===== src/rtl/rtc_regif_pkg.sv =====
// Shared constants and helpers for the timekeeper register interface.
// Assumes an 8-bit register byte and a 16-entry address space.
package rtc_regif_pkg;

    localparam int unsigned REG_W  = 8;
    localparam int unsigned ADDR_W = 4;
    localparam int unsigned NREG   = 1 << ADDR_W;
    localparam int unsigned TIME_N = 7;
    localparam int unsigned KEEP_N = NREG - TIME_N;

    // Mask of implemented bits for each register address.
    function automatic logic [REG_W-1:0] reg_mask(input int unsigned a);
        logic [REG_W-1:0] m;
        case (a)
            0, 1, 2: m = 8'h7F;
            3:       m = 8'h07;
            4:       m = 8'h3F;
            5:       m = 8'h9F;
            14:      m = 8'h9F;
            15:      m = 8'h83;
            default: m = 8'hFF;
        endcase
        return m;
    endfunction

    // One acknowledged write, as handed between sub-blocks.
    typedef struct packed {
        logic              en;
        logic [ADDR_W-1:0] addr;
        logic [REG_W-1:0]  data;
    } wcmd_t;

endpackage


===== src/rtl/rtc_regif_ptr.sv =====
// Auto-incrementing register pointer.
// Loads on ld_i, advances on step_i, wraps from all-ones to zero.
// Assumes ld_i and step_i are never asserted together.
module rtc_regif_ptr #(
    parameter int unsigned ADDR_W = 4
) (
    input  logic              clk,
    input  logic              rst_n,
    input  logic              ld_i,
    input  logic [ADDR_W-1:0] ld_val_i,
    input  logic              step_i,
    output logic [ADDR_W-1:0] ptr_o,
    output logic              wrap_o
);
    localparam logic [ADDR_W-1:0] LAST = {ADDR_W{1'b1}};

    logic [ADDR_W-1:0] ptr_q;

    // Pointer register: load, step, or hold.
    always_ff @(posedge clk) begin
        if (!rst_n) begin
            ptr_q <= '0;
        end else if (ld_i) begin
            ptr_q <= ld_val_i;
        end else if (step_i) begin
            ptr_q <= ptr_q + 1'b1;
        end
    end

    // The step in progress takes the pointer back to zero.
    always_comb wrap_o = step_i && !ld_i && (ptr_q == LAST);

    assign ptr_o = ptr_q;
endmodule


===== src/rtl/rtc_regif_snap.sv =====
// Secondary copy of the time and date bytes.
// All bytes are captured from the live input in the same clock edge when
// refresh_i is high; unused bits are dropped on capture.
module rtc_regif_snap #(
    parameter int unsigned TIME_N = 7,
    parameter int unsigned REG_W  = 8
) (
    input  logic                    clk,
    input  logic                    rst_n,
    input  logic                    refresh_i,
    input  logic [TIME_N*REG_W-1:0] live_i,
    output logic [TIME_N*REG_W-1:0] snap_o
);
    import rtc_regif_pkg::*;

    for (genvar i = 0; i < TIME_N; i++) begin : g_byte
        localparam logic [REG_W-1:0] MASK = reg_mask(i);
        logic [REG_W-1:0] q;

        // Capture one masked time byte on refresh.
        always_ff @(posedge clk) begin
            if (!rst_n) begin
                q <= '0;
            end else if (refresh_i) begin
                q <= live_i[i*REG_W +: REG_W] & MASK;
            end
        end

        assign snap_o[i*REG_W +: REG_W] = q;
    end
endmodule


===== src/rtl/rtc_regif_bank.sv =====
// Locally stored bytes above the time range: alarms, control, status.
// The last entry is the status byte: written zeros clear its bits, written
// ones are ignored, and set requests win. The entry before it is control.
// Index i here corresponds to register address BASE+i.
module rtc_regif_bank #(
    parameter int unsigned   KEEP_N   = 9,
    parameter int unsigned   BASE     = 7,
    parameter int unsigned   REG_W    = 8,
    parameter int unsigned   ADDR_W   = 4,
    parameter logic [7:0]    CTRL_RST = 8'h18,
    parameter logic [7:0]    STAT_RST = 8'h80
) (
    input  logic                    clk,
    input  logic                    rst_n,
    input  logic                    we_i,
    input  logic [ADDR_W-1:0]       widx_i,
    input  logic [REG_W-1:0]        wdata_i,
    input  logic [REG_W-1:0]        stat_set_i,
    output logic [KEEP_N*REG_W-1:0] bank_o
);
    import rtc_regif_pkg::*;

    localparam int unsigned STAT_IDX = KEEP_N - 1;
    localparam int unsigned CTRL_IDX = KEEP_N - 2;

    for (genvar i = 0; i < KEEP_N; i++) begin : g_ent
        localparam logic [REG_W-1:0] MASK = reg_mask(BASE + i);
        localparam logic [ADDR_W-1:0] IDX = ADDR_W'(i);
        logic [REG_W-1:0] q;
        logic             hit;

        assign hit = we_i && (widx_i == IDX);

        if (i == STAT_IDX) begin : g_stat
            // Status: clear-on-zero writes, then OR in set requests.
            always_ff @(posedge clk) begin
                if (!rst_n) begin
                    q <= STAT_RST & MASK;
                end else begin
                    q <= (hit ? (q & wdata_i) : q) | (stat_set_i & MASK);
                end
            end
        end else begin : g_plain
            localparam logic [REG_W-1:0] RST = (i == CTRL_IDX) ? CTRL_RST : '0;
            // Plain byte: masked overwrite on a matching write.
            always_ff @(posedge clk) begin
                if (!rst_n) begin
                    q <= RST & MASK;
                end else if (hit) begin
                    q <= wdata_i & MASK;
                end
            end
        end

        assign bank_o[i*REG_W +: REG_W] = q;
    end
endmodule


===== src/rtl/rtc_regif.sv =====
// Timekeeper register interface: pointer, time copy, write hand-off.
// Assumes the serial front end gives at most one of start, stop, address
// load, write byte, acknowledge and read byte in any cycle.
module rtc_regif #(
    parameter logic [7:0] CTRL_RST = 8'h18,
    parameter logic [7:0] STAT_RST = 8'h80
) (
    input  logic                                                   clk,
    input  logic                                                   rst_n,
    input  logic                                                   bus_start_i,
    input  logic                                                   bus_stop_i,
    input  logic                                                   addr_ld_i,
    input  logic [rtc_regif_pkg::ADDR_W-1:0]                       addr_i,
    input  logic                                                   wbyte_i,
    input  logic [rtc_regif_pkg::REG_W-1:0]                        wdata_i,
    input  logic                                                   wack_i,
    input  logic                                                   rbyte_i,
    output logic [rtc_regif_pkg::REG_W-1:0]                        rdata_o,
    input  logic [rtc_regif_pkg::TIME_N*rtc_regif_pkg::REG_W-1:0]  live_time_i,
    output logic                                                   core_we_o,
    output logic [$clog2(rtc_regif_pkg::TIME_N)-1:0]               core_widx_o,
    output logic [rtc_regif_pkg::REG_W-1:0]                        core_wdata_o,
    output logic                                                   div_rst_o,
    input  logic [rtc_regif_pkg::REG_W-1:0]                        stat_set_i,
    output logic [(rtc_regif_pkg::KEEP_N-2)*rtc_regif_pkg::REG_W-1:0] alarm_o,
    output logic [rtc_regif_pkg::REG_W-1:0]                        ctrl_o,
    output logic [rtc_regif_pkg::REG_W-1:0]                        stat_o
);
    import rtc_regif_pkg::*;

    localparam int unsigned IDX_W = $clog2(TIME_N);
    localparam logic [ADDR_W-1:0] TIME_LIM = ADDR_W'(TIME_N);
    localparam int unsigned ALARM_N = KEEP_N - 2;

    logic [ADDR_W-1:0]          ptr_q;
    logic                       wrap;
    logic                       refresh;
    logic                       commit;
    logic                       in_time;
    logic [REG_W-1:0]           pend_q;
    logic                       pend_v;
    logic [TIME_N*REG_W-1:0]    snap;
    logic [KEEP_N*REG_W-1:0]    bank;
    logic [REG_W-1:0]           regs [NREG];
    logic [REG_W-1:0]           cur_mask;
    wcmd_t                      bank_cmd;

    // Hold the received write byte until its acknowledge.
    always_ff @(posedge clk) begin
        if (!rst_n) begin
            pend_q <= '0;
            pend_v <= 1'b0;
        end else if (bus_start_i || bus_stop_i) begin
            pend_v <= 1'b0;
        end else if (wbyte_i) begin
            pend_q <= wdata_i;
            pend_v <= 1'b1;
        end else if (wack_i) begin
            pend_v <= 1'b0;
        end
    end

    assign commit  = wack_i && pend_v;
    assign in_time = (ptr_q < TIME_LIM);
    assign refresh = bus_start_i || bus_stop_i || wrap;

    rtc_regif_ptr #(.ADDR_W(ADDR_W)) u_ptr (
        .clk      (clk),
        .rst_n    (rst_n),
        .ld_i     (addr_ld_i),
        .ld_val_i (addr_i),
        .step_i   (commit || rbyte_i),
        .ptr_o    (ptr_q),
        .wrap_o   (wrap)
    );

    rtc_regif_snap #(.TIME_N(TIME_N), .REG_W(REG_W)) u_snap (
        .clk       (clk),
        .rst_n     (rst_n),
        .refresh_i (refresh),
        .live_i    (live_time_i),
        .snap_o    (snap)
    );

    // Route acknowledged writes above the time range into the bank.
    always_comb begin
        bank_cmd.en   = commit && !in_time;
        bank_cmd.addr = ADDR_W'(ptr_q - TIME_LIM);
        bank_cmd.data = pend_q;
    end

    rtc_regif_bank #(
        .KEEP_N   (KEEP_N),
        .BASE     (TIME_N),
        .REG_W    (REG_W),
        .ADDR_W   (ADDR_W),
        .CTRL_RST (CTRL_RST),
        .STAT_RST (STAT_RST)
    ) u_bank (
        .clk        (clk),
        .rst_n      (rst_n),
        .we_i       (bank_cmd.en),
        .widx_i     (bank_cmd.addr),
        .wdata_i    (bank_cmd.data),
        .stat_set_i (stat_set_i),
        .bank_o     (bank)
    );

    // Flat view of the whole register space for the read mux.
    for (genvar a = 0; a < NREG; a++) begin : g_view
        if (a < TIME_N) begin : g_t
            assign regs[a] = snap[a*REG_W +: REG_W];
        end else begin : g_k
            assign regs[a] = bank[(a-TIME_N)*REG_W +: REG_W];
        end
    end

    // Mask of the byte at the pointer, for time writes.
    always_comb begin
        cur_mask = '1;
        for (int a = 0; a < NREG; a++) begin
            if (ptr_q == ADDR_W'(a)) cur_mask = reg_mask(a);
        end
    end

    // Registered read data, taken before the pointer advances.
    always_ff @(posedge clk) begin
        if (!rst_n) begin
            rdata_o <= '0;
        end else if (rbyte_i) begin
            rdata_o <= regs[ptr_q];
        end
    end

    // Hand acknowledged time writes to the core; seconds resets the divider.
    always_ff @(posedge clk) begin
        if (!rst_n) begin
            core_we_o    <= 1'b0;
            core_widx_o  <= '0;
            core_wdata_o <= '0;
            div_rst_o    <= 1'b0;
        end else begin
            core_we_o <= commit && in_time;
            div_rst_o <= commit && (ptr_q == '0);
            if (commit && in_time) begin
                core_widx_o  <= IDX_W'(ptr_q);
                core_wdata_o <= pend_q & cur_mask;
            end
        end
    end

    assign alarm_o = bank[ALARM_N*REG_W-1:0];
    assign ctrl_o  = bank[ALARM_N*REG_W +: REG_W];
    assign stat_o  = bank[(ALARM_N+1)*REG_W +: REG_W];
endmodule


===== config.mk =====
export PLATFORM = sky130hd
export DESIGN_NAME = rtc_regif
export DESIGN_NICKNAME = d
export VERILOG_FILES = /design/src/rtl/rtc_regif_pkg.sv /design/src/rtl/rtc_regif_ptr.sv /design/src/rtl/rtc_regif_snap.sv /design/src/rtl/rtc_regif_bank.sv /design/src/rtl/rtc_regif.sv
export SDC_FILE = /design/constraint.sdc
export NUM_CORES = 1
export LEC_CHECK = 0
export BUFFER_PORTS_ARGS = -buffer_cell sky130_fd_sc_hd__buf_4
export CAP_MARGIN = 30
export CORE_UTILIZATION = 48
export DETAILED_ROUTE_END_ITERATION = 8
export PLACE_DENSITY_LB_ADDON = 0.12
export SLEW_MARGIN = 25
export SYNTH_ARGS = -nofsm -noshare
export SYNTH_HDL_FRONTEND = slang
export SYNTH_HIERARCHICAL = 1
export SYNTH_SLANG_ARGS = --single-unit

===== constraint.sdc =====
create_clock -name clk -period 2.4 [get_ports clk]
set_input_delay 0.48 -clock clk [delete_from_list [all_inputs] [get_ports clk]]
set_output_delay 0.48 -clock clk [all_outputs]
set_load 0.05 [all_outputs]

After elaboration in Yosys (flattened, before gate mapping):

Cells that the tools add are included.

* input port bits: 84
* register bits after elaboration: 148
* logic and storage cells: 107

* eq/ne operators: 23
* reductions and logical operators: 26
* muxes and demuxes: 24
* $lt $le $gt $ge: 2
* $add $sub $neg: 2
* bitwise gates (word level): 6

Operators with widths (count)
* two-way mux 8 bit: 19
* == test 4 bit, second input constant: 9
* binary-select mux 8 bit (select 4 bit): 1
* == test 4 x 3 -> 1 bit, second input constant: 8
* AND 8 bit: 2
* == test 4 x 2 -> 1 bit, second input constant: 4
* logical AND 1 bit: 15
* == test 4 x 1 -> 1 bit, second input constant: 2
* logical NOT 4 bit: 2
* two-way mux 4 bit: 2
* OR 8 bit: 1
* greater-or-equal comparator 5 bit, second input constant: 1
* inverter 4 -> 5 bit: 1
* adder 4 x 1 -> 4 bit, second input constant: 1
* < comparator 4 x 3 -> 1 bit, second input constant: 1
* nonzero test 2 bit: 2
* subtractor 4 x 3 -> 4 bit, second input constant: 1
* logical OR 1 bit: 3
* logical NOT 1 bit: 2
* two-way mux 1 bit: 2
* inverter 1 bit: 2
* AND reduction 2 bit: 1
* OR reduction 2 bit: 1

Depth between registers and ports, before layout:

Gate-level depths: netlist of the first run.

* word-level depth: 18
* depth in mapped cells: 9
* gate-level depth less buffers: 7

Cells and area by module:

Netlist of the first run, hierarchy kept.

By module, submodules not included
* rtc_regif_bank: times used 1, area an instance 2581.2 um^2, cells each 249
* rtc_regif: times used 1, area an instance 2185.8 um^2, cells each 240
* rtc_regif_snap: times used 1, area an instance 1796.7 um^2, cells each 154
* rtc_regif_ptr: times used 1, area an instance 205.2 um^2, cells each 25

Worst setup path before layout of the first run:

OpenSTA, ideal clock, no wires.

* path type: register to register
* start: register u_ptr.ptr_q[1] (netlist: u_ptr/ptr_o[1])
* end: register u_bank.g_ent[8].q[0]
* slack: 100 ps
* cell stages (with the launch flop): 9
* setup time: 120 ps
* data required time: 2280 ps
* arrival: 2180 ps
* clock period less this slack: 2300 ps
* path buffers: 3
* path through: dfxtp_1 -> buf_2 -> buf_4 -> inv_1 -> ha_1 -> or3b_1 -> buf_2 -> or2_1 -> o31a_1

RTL lines
* start, declared: RTL line rtc_regif_ptr.sv:17 `logic [ADDR_W-1:0] ptr_q;`
* start signal, assigned: RTL line rtc_regif_ptr.sv:24 `ptr_q <= ld_val_i;`
* start signal, assigned: RTL line rtc_regif_ptr.sv:26 `ptr_q <= ptr_q + 1'b1;`
* end signal, assigned: RTL line rtc_regif_bank.sv:38 `q <= STAT_RST & MASK;`
* end signal, assigned: RTL line rtc_regif_bank.sv:40 `q <= (hit ? (q & wdata_i) : q) | (stat_set_i & MASK);`
* end, declared: RTL line rtc_regif_bank.sv:29 `logic [REG_W-1:0] q;`

==> results of run 1 <==
[sequential cells by signal, summed over array words and instances, names as in the netlist]
name             flops
u_bank/g_ent.q      70
rdata_o              8
core_widx_o          3
u_snap/g_byte.q     44
u_ptr/ptr_o          4
pend_q               8
core_wdata_o         8
div_rst_o            1
core_we_o            1
pend_v               1
[through the flow]
stage	hold WS, ps	setup WS [ps]	instance area (µm²)
final	244	59.7	8670
after floorplan	462	99.9	6810
after CTS	226	37.2	8660
after global placement	460	120	8030
after global routing	236	-22.1	8670
after detailed placement	466	62.5	8030
[cells in the final DEF (no fill, tap or decap), drive strengths merged, types with 14 or more instances in the layout]
| cell type | count |
|---|---|
| buf | 178 |
| nor2 | 27 |
| mux2i | 145 |
| nand2 | 99 |
| dfxtp | 148 |
| mux4 | 14 |
| conb | 14 |
| o21ai | 15 |
| o22ai | 14 |
| nor2b | 46 |
| clkbuf | 23 |
[layer usage]
layer  vias up  global-route usage (%)
met2       190                    39.8
met1      2587                    34.1
li1       2631                       -
met4         0                    7.72
met5         -                       0
met3        16                    4.72
[power by group through the flow]
stage | Sequential [mW] | Clock [mW] | Combinational, mW
finish | 2.58 | 2.78 | 0.624
global route | 2.58 | 2.93 | 0.670
CTS | 2.58 | 2.82 | 0.623
detailed placement | 2.63 | 0 | 0.621
global placement | 2.63 | 0 | 0.609
floorplan | 2.66 | 0 | 0.390
[cell type report]
class	instances	area, µm²
fillers	1178	5160
multi-input cells	467	3450
flip-flops and latches	148	2960
repair buffers	178	1370
clock buffers	23	508
well taps	180	225
clock inverters	9	123
inverters	8	30.0
[cells by family (layout without fill, tap and decap cells)]
| group | Yosys count | after routing | share of synthesized area (%) |
|---|---|---|---|
| AO/OA/AOI/OAI | 81 | 81 | 7.93 |
| AND/OR/NAND/NOR | 203 | 203 | 14.4 |
| buffers and inverters | 65 | 218 | 6.12 |
| multiplexers | 159 | 159 | 26.1 |
| flip-flops | 148 | 148 | 43.8 |
| adder cells (fa/ha/maj) | 5 | 5 | 0.924 |
| other | 2 | 14 | 0.111 |
| XOR/XNOR | 5 | 5 | 0.647 |
[worst min path at each step]
stage,endpoint,slack (ps)
after global placement,u_bank/g_ent[3].q[4],460
after detailed placement,u_bank/g_ent[5].q[0],470
after CTS,pend_v,230
final,pend_v,240
after floorplan,pend_q[0],460
after global routing,pend_v,240
[critical path: cells and delay by family, from the launching register on]
kind | cells | cell delay [ps]
XOR/XNOR | 1 | 220
buffers and inverters | 2 | 580
flip-flops | 1 | 370
multiplexers | 1 | 200
AND/OR/NAND/NOR | 3 | 890
==> results.json, run 1 <==
{
  "status": "finished clean",
  "p_leak_nw": 3.87,
  "dr_wl_met3_um": 1050,
  "max_stage_delay_ps": 450,
  "min_period_ps": 2340,
  "setup_tns_ps": 0,
  "clockRootBuffer": "clkbuf_16",
  "dieArea_um2": 14600,
  "num_io_pins": 177,
  "internal_power_mw": 4.60,
  "synth-edff-count": 0,
  "grt_pass1_vias": 5076,
  "ys_warn_count": 6,
  "pwr-share-seq_pct": 43.1,
  "dp_hpwl_um": 13200,
  "maxSlewHeadroom_pct": 56.9,
  "die_w_um": 121,
  "fin_total_pwr_mw": 5.98,
  "max_freq_mhz": 427,
  "wl_met2_um": 8490,
  "power_frac_clock_pct": 46.5,
  "comb_power_share_pct": 10.4,
  "cts_buffer_depth": 2,
  "power.density_nw_per_um2": 690,
  "synth_area_leaders": "dfxtp_1 44%, mux2i_1 21%, nand2_1 5.5%",
  "cts_buffers": 17,
  "fin_util_pct": 62.7,
  "drv_slew": 0,
  "finClkSkew_ps": 8.55,
  "wl_um": 18300,
  "tightest_slew_ps": 644,
  "syn2layout_area_growth_pct": 28.0,
  "synth-seq-cells": 148,
  "h-tree-depth": 4,
  "drc": 0,
  "ys.flop_type": "dfxtp_1",
  "n_antenna_cell": 0,
  "gr-usage-all-layers_pct": 25.0,
  "syn_area_um2": 6770,
  "async_flop_share_pct": 0,
  "r2r_setup_slack_ps": 60,
  "highest_layer": "met4",
  "hold_viol_final": 0,
  "synth_cell_types": 46,
  "stdcell_count": 1013,
  "syn_inst": 668,
  "path_cells": "buf_6 -> nand3_1 -> xor2_1 -> nand3b_1 -> nor3b_1 -> buf_4 -> mux2i_1",
  "cp_max_fo": 24,
  "nNetsFinal": 909,
  "setup_violations": 0,
  "setup.worst_path.end_class": "flip-flop",
  "syn_avg_cell_area_um2": 10.1,
  "start_kind": "flip-flop",
  "postCtsSetupRepairBufs": 0,
  "core.rowCount": 43,
  "drtIter0Drc": 340,
  "core_region_area_um2": 13800,
  "dieHeight_um": 121,
  "ant_nets": 0,
  "clk_latency_ps": 420,
  "clkTransAtPathRegs_ps": 60,
  "maxCapViolations": 0,
  "num_vias": 5424,
  "switchingPower_mw": 1.38,
  "wl_per_cell_um": 18.0,
  "drive_above_1_share_pct": 27.5,
  "numClockSinks": 148,
  "synthTopCellsByCount": "148 x dfxtp_1, 145 x mux2i_1, 99 x nand2_1, 46 x nor2b_1, 27 x nor2_1",
  "port_buffers": 157,
  "overflow": 0,
  "cts_tree": "built",
  "crit_slowest_cell": "nor3b_1",
  "yosysTopAreaCell": "dfxtp_1",
  "crit_end": "u_bank/g_ent[6].q[0]",
  "yosysTopAreaCellShare_pct": 43.8,
  "placed_cells": 981,
  "critPathRequiredTime_ps": 2740,
  "drt_pre_antenna_iters": 5,
  "min_from": "bus_start_i",
  "gp_congestion": 0.795,
  "hold_depth": 2,
  "timing.rr.end": "u_bank/g_ent[6].q[0]",
  "switching_share_pct": 23.1,
  "antenna_found_initial": 0,
  "finalCritPeriodShare_pct": 97.5,
  "initial_utilization_pct": 49.0,
  "grt_max_degree": 72,
  "seq_area_frac_synth_pct": 43.8,
  "hold_path_class": "in2reg",
  "arrival_ps": 2680,
  "vias_per_cell": 5.35,
  "rsz0062_at_grt": "true",
  "wl_met1_um": 8530,
  "startpoint": "u_ptr/ptr_o[0]",
  "cts_resized": 0,
  "r2r_cells": 7,
  "ir_drop_mv": 0.470,
  "critical_path_class": "reg2reg",
  "cts_hold_repair.buffers": 0,
  "grt_first_pass_wirelength_um": 27400,
  "yosysMostFrequentCell": "dfxtp_1",
  "r2r_start": "u_ptr/ptr_o[0]"
}
Power figures use the tool's default switching activity.
==> run 2: changes to the inputs <==
--- a/config.mk
+++ b/config.mk
@@ -7,7 +7,9 @@
 export LEC_CHECK = 0
 export BUFFER_PORTS_ARGS = -buffer_cell sky130_fd_sc_hd__buf_4
 export CAP_MARGIN = 30
-export CORE_UTILIZATION = 48
+export CELL_PAD_IN_SITES_DETAIL_PLACEMENT = 0
+export CELL_PAD_IN_SITES_GLOBAL_PLACEMENT = 2
+export CORE_UTILIZATION = 29
 export DETAILED_ROUTE_END_ITERATION = 8
 export PLACE_DENSITY_LB_ADDON = 0.12
 export SLEW_MARGIN = 25
==> run 2 against run 1 <==
Effect of this change:
- total power decreased by 3.5%
- via count decreased by 1.8%
- combinational power increased by 2%
- die area increased by 64%
- utilization decreased by 24 points
- critical path type unchanged
- critical endpoint is now rdata_o[1]
- highest routed layer unchanged
==> results.json, run 2 (synthesis gave the netlist of run 1 again) <==
{
  "p_leak_nw": 3.85,
  "postCtsSetupRepairBufs": 0,
  "max_stage_delay_ps": 430,
  "core_region_area_um2": 22800,
  "top_regs": "u_bank/g_ent.q: 70 flops, u_snap/g_byte.q: 44 flops",
  "nNetsFinal": 917,
  "core.rowCount": 55,
  "dp_hpwl_um": 15400,
  "drv_slew": 0,
  "final_common_cell": "buf_4",
  "arrival_ps": 2470,
  "critPathRequiredTime_ps": 2700,
  "syn2layout_area_growth_pct": 30.2,
  "clockRootBuffer": "clkbuf_16",
  "multi_input_area_um2": 3460,
  "hold_viol_final": 0,
  "path_cells": "buf_4 -> buf_4 -> nand3b_1 -> o22ai_1 -> nor2_1 -> a31oi_1",
  "overflow": 0,
  "num_io_pins": 177,
  "gr-usage-all-layers_pct": 17.7,
  "grt_first_pass_wirelength_um": 31600,
  "cts_buffer_depth": 2,
  "grt_max_degree": 55,
  "drc": 0,
  "grt_pass1_vias": 5339,
  "largest_reg_flops": 70,
  "h-tree-depth": 4,
  "dieHeight_um": 155,
  "crit_slowest_cell": "dfxtp_2",
  "cp_common_cell": "buf_4",
  "max_freq_mhz": 459,
  "cts_tree": "built",
  "maxSlewHeadroom_pct": 58.3,
  "finalCritPeriodShare_pct": 90.7,
  "drtIter0Drc": 230,
  "start_kind": "flip-flop",
  "cp_max_fo": 22,
  "stdcell_count": 1154,
  "fin_util_pct": 38.7,
  "port_buffers": 157,
  "regMostFlops": "u_bank/g_ent.q",
  "critical_path_class": "reg2reg",
  "gp_congestion": 0.792,
  "clk_latency_ps": 420,
  "vias_per_cell": 4.62,
  "wl_um": 21000,
  "maxCapViolations": 0,
  "crit_family": "buffers and inverters",
  "num_vias": 5329,
  "worst-path-buf-inv": 2,
  "ant_nets": 0,
  "clkTransAtPathRegs_ps": 60,
  "cts_buffers": 17,
  "finClkSkew_ps": 12.3,
  "min_period_ps": 2180,
  "setup_violations": 0,
  "tightest_slew_ps": 623,
  "setup.worst_path.end_class": "flip-flop",
  "drive_above_1_share_pct": 28.1,
  "wl_per_cell_um": 18.2,
  "final_cell_mix": "185 x buf_4, 147 x dfxtp_1, 145 x mux2i_1",
  "fill_cells": 2318,
  "drt_pre_antenna_iters": 6,
  "status": "finished clean",
  "setup_tns_ps": 0,
  "numClockSinks": 148,
  "dieArea_um2": 24000,
  "power.density_nw_per_um2": 655,
  "die_w_um": 155,
  "ir_drop_mv": 0.390,
  "n_antenna_cell": 0,
  "rsz0062_at_grt": "false",
  "placed_cells": 1122,
  "regArea_um2": 2960,
  "initial_utilization_pct": 29.7,
  "hold_path_class": "in2reg",
  "antenna_found_initial": 0
}
[run 2: changes by cell type in the layout (fill, tap and decap cells not counted)]
cell        previous run  this run
buf_12                 2         1
buf_4                175       185
buf_6                  1         0
bufinv_16              3         1
clkbuf_1               0         2
clkbuf_8               6         0
clkinv_2               5         1
clkinv_4               0         2
clkinvlp_4             1         5
inv_6                  0         4
nor2_1                27        26
nor2_2                 0         1
nor4b_2                2         1
nor4b_4                0         1
[run 2: power breakdown]
group          switching [mW]  internal, mW  leakage, nW
clock                    1.12          1.44        0.257
combinational           0.353         0.284         2.38
sequential             0.0520          2.53         1.21
[run 2: path summary, 6_finish.rpt]
kind,from,end,slack (ps),depth (start not counted)
max,u_ptr/ptr_o[1],rdata_o[1],220,6
min reg2reg,u_bank/g_ent[3].q[1],u_bank/g_ent[3].q[1],480,2
max reg2reg,u_ptr/ptr_o[1],rdata_o[1],220,6
min,bus_start_i,pend_v,240,2
[run 2: layer usage]
layer	track usage, %	vias to the layer above	share of wire, %
met5	0	-	0
met4	4.15	0	0.75
met3	4.26	8	5.3
met2	29.5	138	49
met1	23.0	2530	45
li1	-	2653	-
[run 2: layout make-up]
| class | count | share of cell area (%) |
|---|---|---|
| multi-input combinational | 467 | 39.3 |
| tap | 313 | 4.44 |
| sequential | 148 | 33.6 |
| clock buffer | 19 | 4.91 |
| clock inverter | 13 | 1.42 |
| timing repair buffer | 186 | 16.0 |
| inverter | 8 | 0.341 |
[run 2: per-stage QoR]
stage                     power [mW]  hold WS [ps]  instance area [µm²]  setup slack, ps
after detailed placement        3.28           467                 8250             79.3
after global placement          3.27           460                 8250              143
after global routing            6.03           227                 8810             25.6
after floorplan                 3.05           462                 6810             99.9
after CTS                       5.85           224                 8800             81.3
final                           5.77           236                 8810              223
[run 2: what timing repair did]
| action | in CTS | in global routing |
|---|---|---|
| endpoints found under the setup margin | 0 | 11 |
| gates resized for setup | 0 | 2 |
| hold buffers | 0 | 0 |
==> run 3: changes to the inputs <==
--- a/config.mk
+++ b/config.mk
@@ -10,6 +10,7 @@
 export CELL_PAD_IN_SITES_DETAIL_PLACEMENT = 0
 export CELL_PAD_IN_SITES_GLOBAL_PLACEMENT = 2
 export CORE_UTILIZATION = 29
+export CTS_CLUSTER_SIZE = 30
 export DETAILED_ROUTE_END_ITERATION = 8
 export PLACE_DENSITY_LB_ADDON = 0.12
 export SLEW_MARGIN = 25
==> constraint.sdc (replaced) <==
create_clock -name clk -period 1.84 [get_ports clk]
set_input_delay 0.368 -clock clk [delete_from_list [all_inputs] [get_ports clk]]
set_output_delay 0.368 -clock clk [all_outputs]
set_load 0.05 [all_outputs]
==> run 3 against run 2 <==
Effect of this change:
- the run now ends with negative setup slack left
- final cell count grew 3.4%
- combinational power grew 60%
- first-iteration DRC count shrank 1.7%
- design area grew 8.6%
- total power grew 41%
- die area is the same
- critical path type unchanged
- critical endpoint is now u_bank/g_ent[1].q[0]
==> results.json, run 3 (synthesis gave the netlist of run 1 again) <==
{
  "status": "finished, violations left",
  "violations": "negative setup slack",
  "rsz0062_at_grt": "true",
  "dieArea_um2": 24000,
  "gr-usage-all-layers_pct": 18.5,
  "vias_per_cell": 4.65,
  "maxSlewHeadroom_pct": 61.5,
  "r2r_start": "u_ptr/ptr_o[0]",
  "syn2layout_area_growth_pct": 41.4,
  "min_from": "bus_stop_i",
  "top_regs": "u_bank/g_ent.q: 70 flops, u_snap/g_byte.q: 44 flops",
  "tightest_slew_ps": 577,
  "ant_nets": 0,
  "stdcell_count": 1193,
  "wl_um": 22800,
  "critical_path_class": "reg2reg",
  "clk_latency_ps": 420,
  "cts_buffers": 17,
  "antenna_found_initial": 0,
  "start_kind": "flip-flop",
  "min_period_ps": 1870,
  "clkTransAtPathRegs_ps": 60,
  "ir_drop_mv": 0.614,
  "cts_tree": "built",
  "overflow": 0,
  "setup.worst_path.end_class": "flip-flop",
  "core.rowCount": 55,
  "drc": 0,
  "clockRootBuffer": "clkbuf_16",
  "dieHeight_um": 155,
  "grt_pass1_vias": 5714,
  "gp_congestion": 0.810,
  "finClkSkew_ps": 9.32,
  "nNetsFinal": 957,
  "h-tree-depth": 4,
  "cts_buffer_depth": 2,
  "grt_first_pass_wirelength_um": 33000,
  "dp_slack_ps": -268,
  "drtIter0Drc": 226,
  "hold_ws_ps": 117,
  "placed_cells": 1150,
  "setup_violations": 15,
  "hold_path_class": "in2reg",
  "maxCapViolations": 0,
  "num_vias": 5551,
  "path_cells": "ha_2 -> buf_6 -> xor2_4 -> or4_4 -> mux2i_1",
  "dp_hpwl_um": 15900,
  "finalCritPeriodShare_pct": 102,
  "final_common_cell": "buf_4",
  "p_leak_nw": 4.21,
  "wl_per_cell_um": 19.1,
  "num_io_pins": 177,
  "cp_max_fo": 8,
  "critPathRequiredTime_ps": 2130,
  "drv_slew": 0,
  "post-route-worst-setup-slack_ps": -32.1,
  "drive_above_1_share_pct": 34.3,
  "port_buffers": 157,
  "fill_cells": 2225,
  "place_area_um2": 8520,
  "fin_util_pct": 42.0,
  "power.density_nw_per_um2": 849,
  "fin_area_um2": 9570,
  "final_cell_mix": "202 x buf_4, 145 x dfxtp_1, 144 x mux2i_1",
  "drt_pre_antenna_iters": 4,
  "max_stage_delay_ps": 670,
  "hold_viol_final": 0,
  "die_w_um": 155,
  "largest_reg_flops": 70,
  "regMostFlops": "u_bank/g_ent.q",
  "max_freq_mhz": 534,
  "startpoint": "u_ptr/ptr_o[0]",
  "n_antenna_cell": 0,
  "crit_slowest_cell": "or4_4",
  "cts_hold_repair.buffers": 0,
  "arrival_ps": 2160,
  "grt_max_degree": 46,
  "initial_utilization_pct": 29.7,
  "core_region_area_um2": 22800,
  "numClockSinks": 148
}
[run 3: cell types whose count changed in the layout (fill, tap and decap cells not counted), moves of 3 or more]
cell	previous run	this run
buf_4	185	202
buf_6	0	12
clkbuf_16	17	21
buf_12	1	4
bufinv_16	1	4
ha_1	5	2
nand2_1	99	96
[run 3: final timing paths]
path	to	slack, ps	depth (start not counted)
setup / recovery	u_bank/g_ent[1].q[0]	-30	5
hold / removal	pend_v	120	2
setup reg to reg	u_bank/g_ent[1].q[0]	-30	5
hold reg to reg	u_bank/g_ent[6].q[1]	480	2
[run 3: per-layer routing]
layer / vias to the layer above / GRT usage [%] / part of all wire [%]
met5: - / 0 / 0
met4: 0 / 4.67 / 1.0
met1: 2671 / 22.9 / 45
met2: 131 / 32.3 / 50
li1: 2735 / - / -
met3: 14 / 4.03 / 3.9
[run 3: area by class of cell]
type | count | area, µm² | share of cell area [%]
repair buffers | 226 | 1930 | 20.2
multi-input cells | 467 | 3610 | 37.7
clock inverters | 14 | 200 | 2.09
clock buffers | 17 | 425 | 4.45
inverters | 8 | 36.3 | 0.379
flip-flops and latches | 148 | 2970 | 31.1
well taps | 313 | 392 | 4.09
[run 3: worst max-delay path, delay by kind of cell (launching register included)]
kind | cells | cell delay, ps
AND/OR/NAND/NOR | 1 | 670
flip-flops | 1 | 360
XOR/XNOR | 1 | 190
multiplexers | 1 | 160
adder cells (fa/ha/maj) | 1 | 210
buffers and inverters | 1 | 140
[run 3: what timing repair did]
action                     4_1_cts  5_1_grt
setup endpoints to repair      113      116
pin swaps                        5       12
buffers inserted                 2        3
gates cloned                     2        6
resized for setup               29       20
[run 3: through the flow]
stage | setup TNS (ps) | power [mW]
floorplan | -452 | 4.00
global placement | -6400 | 4.32
detailed placement | -10340 | 4.33
CTS | -686 | 8.16
global route | -3990 | 8.43
finish | -210 | 8.12
[run 3: where the power goes]
group	total, mW	switching [mW]	internal (mW)	leakage, nW
Combinational	1.02	0.526	0.498	2.70
Clock	3.74	1.45	2.29	0.302
Sequential	3.36	0.0639	3.30	1.21
